### config.mk
export PLATFORM = sky130hd
export DESIGN_NAME = shadow_region_decoder
export DESIGN_NICKNAME = d
export VERILOG_FILES = /design/src/rtl/shadow_attr_pkg.sv /design/src/rtl/shadow_attr_regs.sv /design/src/rtl/shadow_region_map.sv /design/src/rtl/shadow_region_decoder.sv
export SDC_FILE = /design/constraint.sdc
export NUM_CORES = 1
export LEC_CHECK = 0
export BUFFER_PORTS_ARGS = -buffer_cell sky130_fd_sc_hd__buf_4
export CORE_UTILIZATION = 50
export CTS_CLUSTER_SIZE = 40
export DETAILED_ROUTE_END_ITERATION = 10
export PLACE_DENSITY = 0.78
export SETUP_SLACK_MARGIN = 0.15
export SLEW_MARGIN = 10
export SYNTH_ARGS = -nofsm -noshare
export SYNTH_HDL_FRONTEND = slang
export SYNTH_SLANG_ARGS = --single-unit
### constraint.sdc
create_clock -name clk -period 3.3 [get_ports clk]
set_input_delay 0.66 -clock clk [delete_from_list [all_inputs] [get_ports clk]]
set_output_delay 0.66 -clock clk [all_outputs]
set_load 0.01 [all_outputs]
### src/rtl/shadow_attr_pkg.sv
`timescale 1ns/1ps
package shadow_attr_pkg;

  typedef struct packed {
    logic cache_en;
    logic wr_en;
    logic rd_en;
  } attr_t;

  localparam int unsigned NIB_W = 4;

  function automatic attr_t nib_to_attr(input logic [NIB_W-1:0] nib);
    attr_t a;
    a.rd_en    = nib[0];
    a.wr_en    = nib[1];
    a.cache_en = nib[2];
    return a;
  endfunction

  // DRAM or expansion bus; outside the window always DRAM
  function automatic logic route_dram(input logic in_win, input attr_t a,
                                      input logic wr);
    if (!in_win) return 1'b1;
    return wr ? a.wr_en : a.rd_en;
  endfunction

  // cacheable only for readable regions: read/write regions fully,
  // read-only regions just for code-fetch reads
  function automatic logic route_cache(input logic in_win, input attr_t a,
                                       input logic wr, input logic code);
    if (!in_win) return 1'b1;
    return a.rd_en & a.cache_en & (wr ? a.wr_en : (a.wr_en | code));
  endfunction

endpackage

### src/rtl/shadow_attr_regs.sv
`timescale 1ns/1ps
module shadow_attr_regs #(
  parameter int unsigned NUM_REGS = 7,
  parameter logic [7:0]  BASE_OFF = 8'h59
) (
  input  logic                  clk,
  input  logic                  rst_n,
  input  logic                  cfg_we,
  input  logic [7:0]            cfg_addr,
  input  logic [7:0]            cfg_wdata,
  output logic [7:0]            cfg_rdata,
  output logic [NUM_REGS*8-1:0] attr_bits
);

  for (genvar g = 0; g < NUM_REGS; g++) begin : g_reg
    // first register keeps its low nibble reserved
    localparam logic [7:0] MASK = (g == 0) ? 8'h70 : 8'h77;
    localparam logic [7:0] OFF  = BASE_OFF + 8'(g);
    logic [7:0] q;
    always_ff @(posedge clk) begin
      if (!rst_n)                        q <= '0;
      else if (cfg_we && cfg_addr == OFF) q <= cfg_wdata & MASK;
    end
    assign attr_bits[g*8 +: 8] = q;
  end

  always_comb begin
    cfg_rdata = '0;
    for (int i = 0; i < NUM_REGS; i++) begin
      if (cfg_addr == BASE_OFF + 8'(i)) cfg_rdata = attr_bits[i*8 +: 8];
    end
  end

endmodule

### src/rtl/shadow_region_map.sv
`timescale 1ns/1ps
module shadow_region_map #(
  parameter int unsigned ADDR_W = 32,
  parameter int unsigned IDX_W  = 4
) (
  input  logic [ADDR_W-1:14] seg_addr,
  output logic               in_window,
  output logic [IDX_W-1:0]   nib_idx
);
  // window 0C0000h..0FFFFFh; 0F0000h.. is one 64 KB region (nibble 1),
  // the rest are 16 KB regions starting at nibble 2
  localparam int unsigned WIN_LSB = 18;
  localparam int unsigned SEG_LSB = 14;

  assign in_window = (seg_addr[ADDR_W-1:20] == '0) &&
                     (seg_addr[19:WIN_LSB] == 2'b11);

  always_comb begin
    if (seg_addr[17:16] == 2'b11) nib_idx = IDX_W'(1);
    else nib_idx = IDX_W'(2) + IDX_W'(seg_addr[17:SEG_LSB]);
  end

endmodule

### src/rtl/shadow_region_decoder.sv
`timescale 1ns/1ps
module shadow_region_decoder
  import shadow_attr_pkg::*;
#(
  parameter int unsigned       ADDR_W    = 32,
  parameter int unsigned       NUM_REGS  = 7,
  parameter logic [7:0]        BASE_OFF  = 8'h59,
  parameter logic [ADDR_W-1:0] HOLE_BASE = 32'h00F0_0000,
  parameter logic [ADDR_W-1:0] HOLE_LAST = 32'h00FF_FFFF
) (
  input  logic              clk,
  input  logic              rst_n,
  input  logic              cfg_we,
  input  logic [7:0]        cfg_addr,
  input  logic [7:0]        cfg_wdata,
  output logic [7:0]        cfg_rdata,
  input  logic              host_valid,
  input  logic [ADDR_W-1:0] host_addr,
  input  logic              host_write,
  input  logic              host_code,
  output logic              host_done,
  output logic              host_to_dram,
  output logic              host_cacheable,
  input  logic              pci_valid,
  input  logic [ADDR_W-1:0] pci_addr,
  input  logic              pci_write,
  input  logic              hole_en,
  output logic              pci_done,
  output logic              pci_claim
);

  localparam int unsigned NIBBLES = NUM_REGS * 2;
  localparam int unsigned IDX_W   = $clog2(NIBBLES);
  localparam int unsigned NPORT   = 2;  // 0 = host, 1 = PCI

  logic [NUM_REGS*8-1:0] attr_bits;

  shadow_attr_regs #(.NUM_REGS(NUM_REGS), .BASE_OFF(BASE_OFF)) u_regs (
    .clk(clk), .rst_n(rst_n), .cfg_we(cfg_we), .cfg_addr(cfg_addr),
    .cfg_wdata(cfg_wdata), .cfg_rdata(cfg_rdata), .attr_bits(attr_bits)
  );

  logic [ADDR_W-1:0] port_addr [NPORT];
  logic              port_win  [NPORT];
  attr_t             port_attr [NPORT];
  logic              unused_low;

  assign port_addr[0] = host_addr;
  assign port_addr[1] = pci_addr;
  assign unused_low   = ^host_addr[13:0];

  for (genvar p = 0; p < NPORT; p++) begin : g_port
    logic [IDX_W-1:0] idx;
    shadow_region_map #(.ADDR_W(ADDR_W), .IDX_W(IDX_W)) u_map (
      .seg_addr(port_addr[p][ADDR_W-1:14]), .in_window(port_win[p]),
      .nib_idx(idx)
    );
    assign port_attr[p] = nib_to_attr(attr_bits[int'(idx)*NIB_W +: NIB_W]);
  end

  logic in_hole, host_dram_d, host_cache_d, pci_claim_d;

  assign in_hole      = (pci_addr >= HOLE_BASE) && (pci_addr <= HOLE_LAST);
  assign host_dram_d  = route_dram(port_win[0], port_attr[0], host_write);
  assign host_cache_d = route_cache(port_win[0], port_attr[0], host_write,
                                    host_code);
  assign pci_claim_d  = !(hole_en && in_hole) &&
                        route_dram(port_win[1], port_attr[1], pci_write);

  always_ff @(posedge clk) begin
    if (!rst_n) begin
      host_done      <= 1'b0;
      host_to_dram   <= 1'b0;
      host_cacheable <= 1'b0;
      pci_done       <= 1'b0;
      pci_claim      <= 1'b0;
    end else begin
      host_done      <= host_valid;
      host_to_dram   <= host_valid && host_dram_d;
      host_cacheable <= host_valid && host_cache_d;
      pci_done       <= pci_valid;
      pci_claim      <= pci_valid && pci_claim_d;
    end
  end

endmodule

==> After elaboration in Yosys (flattened, before gate mapping) <==
Cells that the tools add are included.
{ "totals": {"romBits": 0, "inputBits": 89, "elab_cells": 65, "mem_bits_rw": 0, "out_inout_bits": 13, "latch_bits": 0, "register_bits": 44, "n_memories": 0} }
{ "op_classes": {"bitwise": 3, "div": 0, "muxes": 15, "n_addsub": 2, "eq_ne": 11, "shifts": 2, "reduce_logical": 18, "magnitude_cmp": 2, "multipliers": 0} }
{ "op_table": {"columns": ["operator", "count"], "rows": [
  ["equality test 8 x 7 -> 1 bit, second input constant", 7],
  ["indexed part select 56 x 7 -> 2 bit", 1],
  ["indexed part select 56 x 7 -> 3 bit", 1],
  ["2-to-1 mux 7 bit", 7],
  [">= comparator 32 x 24 -> 1 bit, second input constant", 1],
  ["less-or-equal comparator 32 x 24 -> 1 bit, second input constant", 1],
  ["zero test 12 bit", 2],
  ["logical AND 1 bit", 15],
  ["adder 2 x 4 -> 4 bit, first input constant", 2],
  ["equality test 2 bit, second input constant", 4],
  ["2-to-1 mux 4 bit", 2],
  ["2-to-1 mux 1 bit", 6],
  ["bitwise AND 1 bit", 2],
  ["zero test 1 bit", 1],
  ["bitwise OR 1 bit", 1]
]} }

==> Longest topological paths before layout <==
{ "logic_depth": {"depth_word": 8, "depth_mapped": 7, "ltp_nobuf": 6} }

==> Hierarchy <==
From an unflattened synthesis, not the netlist that was laid out.
{ "unflattened": {"cells_unflattened": 302, "hier_area_um2": 3094.2} }
{ "modules_own_cells": {"columns": ["mod", "n_inst", "cells_each", "seq_area_each_um2", "area_each_um2"], "rows": [
  ["shadow_attr_regs", 1, 200, 780.7, 2065.7],
  ["shadow_region_decoder", 1, 80, 100.1, 860.8],
  ["shadow_region_map", 2, 11, 0.0, 83.8]
]} }

==> Least setup slack after synthesis <==
No wires, ideal clock.
{ "synth_path": {"kind": "input to output", "start": "input port cfg_addr[7]", "end": "output port cfg_rdata[0]", "path_buffers": 1, "slack_ns": 0.860, "cell_stages": 6, "required_ns": 2.640, "t_arrival_ns": 1.780, "cell_sequence": "and4bb_2 > and3b_1 > clkbuf_1 > and3_1 > o211ai_1 > a21oi_1"} }
{ "synth_via": {"elab_chain_len": 7, "word_cells_on_any_way": 12, "cone_classes": "eq/ne: 6; mux: 6"} }
{ "synth_lines": {"columns": ["item", "line_no", "text"], "rows": [
  ["start, declared", "shadow_region_decoder.sv:14", "input logic [7:0] cfg_addr,"],
  ["equality test 8 x 7 -> 1 bit", "shadow_attr_regs.sv:30", "if (cfg_addr == BASE_OFF + 8'(i)) cfg_rdata = attr_bits[i*8 +: 8];"],
  ["2-to-1 mux 7 bit (5 in series)", "shadow_attr_regs.sv:30", null],
  ["2-to-1 mux 7 bit *", "shadow_attr_regs.sv:30", null],
  ["end, declared", "shadow_region_decoder.sv:16", "output logic [7:0] cfg_rdata,"]
]} }
Mark *: on every way between the ends. The rest lies on a longest branch, timed or not.

==> Final worst setup path <==
{ "layout_path": {"start": "input port cfg_addr[7]", "end": "output port cfg_rdata[2]"} }
The elaborated chain is that of the path after synthesis.

==> results by group <==
Timing
  • Setup WS post-layout: 0.4586 ns
  • Skew final: 0.007601 ns
  • Total negative slack: 0 ns
  • Tcrit/Tclk final: 86.10%
  • Hold Slack: 0.5502 ns
  • RSZ-0062 raised after global routing: false
  • Count of pins over their slew limit: 0
  • Max Clk Rate: 351.9 MHz
  • Hold Violations, Final: 0
  • Rel. slew slack: 55.13%
  • Final Critical Period: 2.841 ns
  • Final setup vio count: 0
  • Worst slew pin tran: 0.6702 ns

Final layout
  • Ant diodes: 0
  • Fraction of layout cells with a size suffix above 1: 26.10%
  • Fillers: 517
  • Area Growth Syn to Fin: 19.61%
  • Final Instance Count excl. Fillers: 462
  • # nets final: 477
  • Finished Core Util: 62.26%

Power
  • Cell Int Power: 0.8611 mW
  • Sw frac: 25.70%
  • Combinational fraction of design power: 16.9%
  • Clk pwr share: 36.9%
  • Sw power: 0.2978 mW
  • Leak: 1.589 nW
  • Sequential cell fraction of total power: 46.2%
  • PD cells: 314.4 nW/um^2
  • Max VDD drop: 0.1825 mV

Yosys
  • Yosys warning count: 0
  • Largest area contributor in the netlist: dfxtp_1
  • Register area share after synthesis: 28.58%
  • Top FF cell, synth: dfxtp_1
  • Area of the mapped netlist: 3082 sq um
  • Mapped Cells: 331
  • Asr flop ratio synth: 0%
  • Yosys top cell area share: 28.58%
  • Area contributors post-synth: dfxtp_1 (29%), mux2i_1 (18%), nor2b_1 (9.1%), mux4_2 (2.9%), mux2_2 (2.6%)
  • Distinct cells, synth: 63
  • Syn avg cell area: 9.310 sq um
  • Post-synth EDFFs: 0
  • Synth Register Bits: 44

Placed design
  • Pre-CTS setup slack: 0.5007 ns
  • GPL Wtd Cong: 0.9125
  • PortBufs: 69
  • Placed cell count: 454
  • Post-DP HPWL: 5926 microns

CTS
  • Setup Fix Bufs, Post-CTS: 0
  • Clock transition at the registers of the reported paths: 0.08 ns
  • Clock latency on the worst-skew pair: 0.30 ns
  • Hold Buf Count CTS: 0
  • Clock Tree Buf Depth: 2
  • TritonCTS buffer count: 5
  • Post-CTS resize count: 0
  • CTS tree: yes
  • Clock Root Buffer: clkbuf_8
  • CTS H-Tree Depth: 2
  • Sink Count: 44

Global routing
  • All-Layer GR Usage: 26.91%
  • Largest net degree at the start of global routing: 42
  • Gr ovfl total: 0
  • Number of global-route vias before repair: 2,689
  • Initial antenna violation count: 0
  • First-pass GRT wire length: 12,970 microns

Worst setup path
  • WS Path Type: in -> out
  • Critical Path AT: 2.18 ns
  • CP required: 2.64 ns
  • Kind of start point of the critical path: input port
  • Critical Path End Type: primary output
  • Crit-path max FO: 8

Detailed routing
  • Final wirelength: 8409 microns
  • First-pass detailed-route iteration total: 5
  • Via count: 2,838
  • DR iter-0 viols: 353
  • Routed wire length per instance: 18.20 microns
  • DRT antenna net count: 0
  • # DRC: 0
  • DR vias/cell: 6.143

Floorplanning
  • Die Y: 80.51 microns
  • Die width: 80.51 microns
  • Die footprint: 6481 sq um
  • Initial Utilization: 52.05%
  • Io pins: 102
  • Core Region: 5921 sq um
  • Row count: 28

Status
  • Outcome: finished, final reports clean

Hold path
  • Class of the worst hold path: reg -> reg

Run
  • Maximum capacitance violations: 0
[flip-flops by register name, summed over array words and instances, names as in the netlist]
signal,count
u_regs.g.q,39
host_cacheable,1
host_done,1
host_to_dram,1
pci_claim,1
pci_done,1
[critical path: stages]
cell and delay (ns):
buf_4 0.10, and4bb_2 0.34, and3_1 0.41, nand2_1 0.19
a211oi_1 0.25, a21oi_1 0.07, buf_4 0.15
[final cells by class]
class	count	area, sq um	share of cell area (%)
multi-input combinational	258	2043	55.43
sequential	44	880.8	23.90
timing repair buffer	70	525.5	14.26
tap	75	93.84	2.546
clock buffer	5	68.82	1.867
clock inverter	3	47.55	1.290
inverter	7	26.28	0.7128
[layout by cell type (no fill, tap or decap), drive strengths merged, types with 3 or more instances in the layout]
master,synthesis,routed
nand3,7,7
a21oi,8,8
nand4,5,5
mux2i,54,54
nand2,16,16
a22oi,3,3
a211oi,6,6
inv,7,7
clkbuf,13,5
and2,5,5
nor3,5,5
mux4,6,6
o21ai,9,9
o22ai,7,7
and3,4,4
nor2b,45,45
nor4b,3,3
nor3b,4,4
nand2b,3,3
nor2,8,8
mux2,8,8
buf,10,70
dfxtp,44,44
a32oi,4,4
nor4,4,4
[power by group through the flow]
| stage | combinational (mW) | sequential (mW) | clock (mW) |
|---|---|---|---|
| after floorplan | 0.111 | 0.550 | 0 |
| after global placement | 0.189 | 0.548 | 0 |
| final | 0.196 | 0.536 | 0.427 |
| after CTS | 0.194 | 0.536 | 0.431 |
| after detailed placement | 0.193 | 0.548 | 0 |
| after global routing | 0.213 | 0.536 | 0.451 |
[routing by layer]
layer | wire length, microns | vias up | part of all wire (%) | GRT usage (%)
met3 | 745 | 24 | 8.9 | 5.909
met4 | 245 | 0 | 2.9 | 10.89
met5 | 0 | - | 0 | 0
met1 | 3542 | 1319 | 42 | 34.68
met2 | 3876 | 142 | 46 | 43.22
li1 | - | 1353 | - | -
[cells in the mapped netlist (all sizes together) (3+ instances only)]
| cell type | number |
|---|---|
| mux2i | 54 |
| nor4b | 3 |
| nand2b | 3 |
| mux4 | 6 |
| nor2 | 8 |
| a22oi | 3 |
| and3 | 4 |
| inv | 7 |
| nand2 | 16 |
| nor4 | 4 |
| a211oi | 6 |
| and2 | 5 |
| buf | 10 |
| o21ai | 9 |
| a32oi | 4 |
| nor3 | 5 |
| nand4 | 5 |
| o22ai | 7 |
| dfxtp | 44 |
| nor2b | 45 |
| nand3 | 7 |
| nor3b | 4 |
| a21oi | 8 |
| mux2 | 8 |
| clkbuf | 13 |
[stage by stage]
stage | power [mW] | instance area [sq um]
floorplan | 0.6609 | 3085
global placement | 0.7372 | 3570
detailed placement | 0.7409 | 3570
CTS | 1.161 | 3686
global route | 1.201 | 3686
finish | 1.159 | 3686
[logic make-up after synthesis]
family	Yosys count	share of synthesized area, %
DFF	44	28.58
adders and majority gates	2	0.8119
muxes	68	25.21
and+or+nand+nor	123	25.42
other	1	0.1217
buffers and inverters	30	5.237
AOI/OAI and AO/OA	63	14.62
[final timing paths]
path | cells after the start | endpoint | startpoint | slack [ns]
setup / recovery | 7 | cfg_rdata[2] | cfg_addr[7] | 0.46
hold / removal | 2 | u_regs.g_reg[2].q[6]$_SDFFE_PN0P_ | u_regs.g_reg[2].q[6]$_SDFFE_PN0P_ | 0.55
setup reg to reg | 5 | pci_claim$_SDFF_PN0_ | u_regs.g_reg[4].q[0]$_SDFFE_PN0P_ | 1.60
hold reg to reg | 2 | u_regs.g_reg[2].q[6]$_SDFFE_PN0P_ | u_regs.g_reg[2].q[6]$_SDFFE_PN0P_ | 0.55
Note: power is estimated with default switching activity, not from simulation.
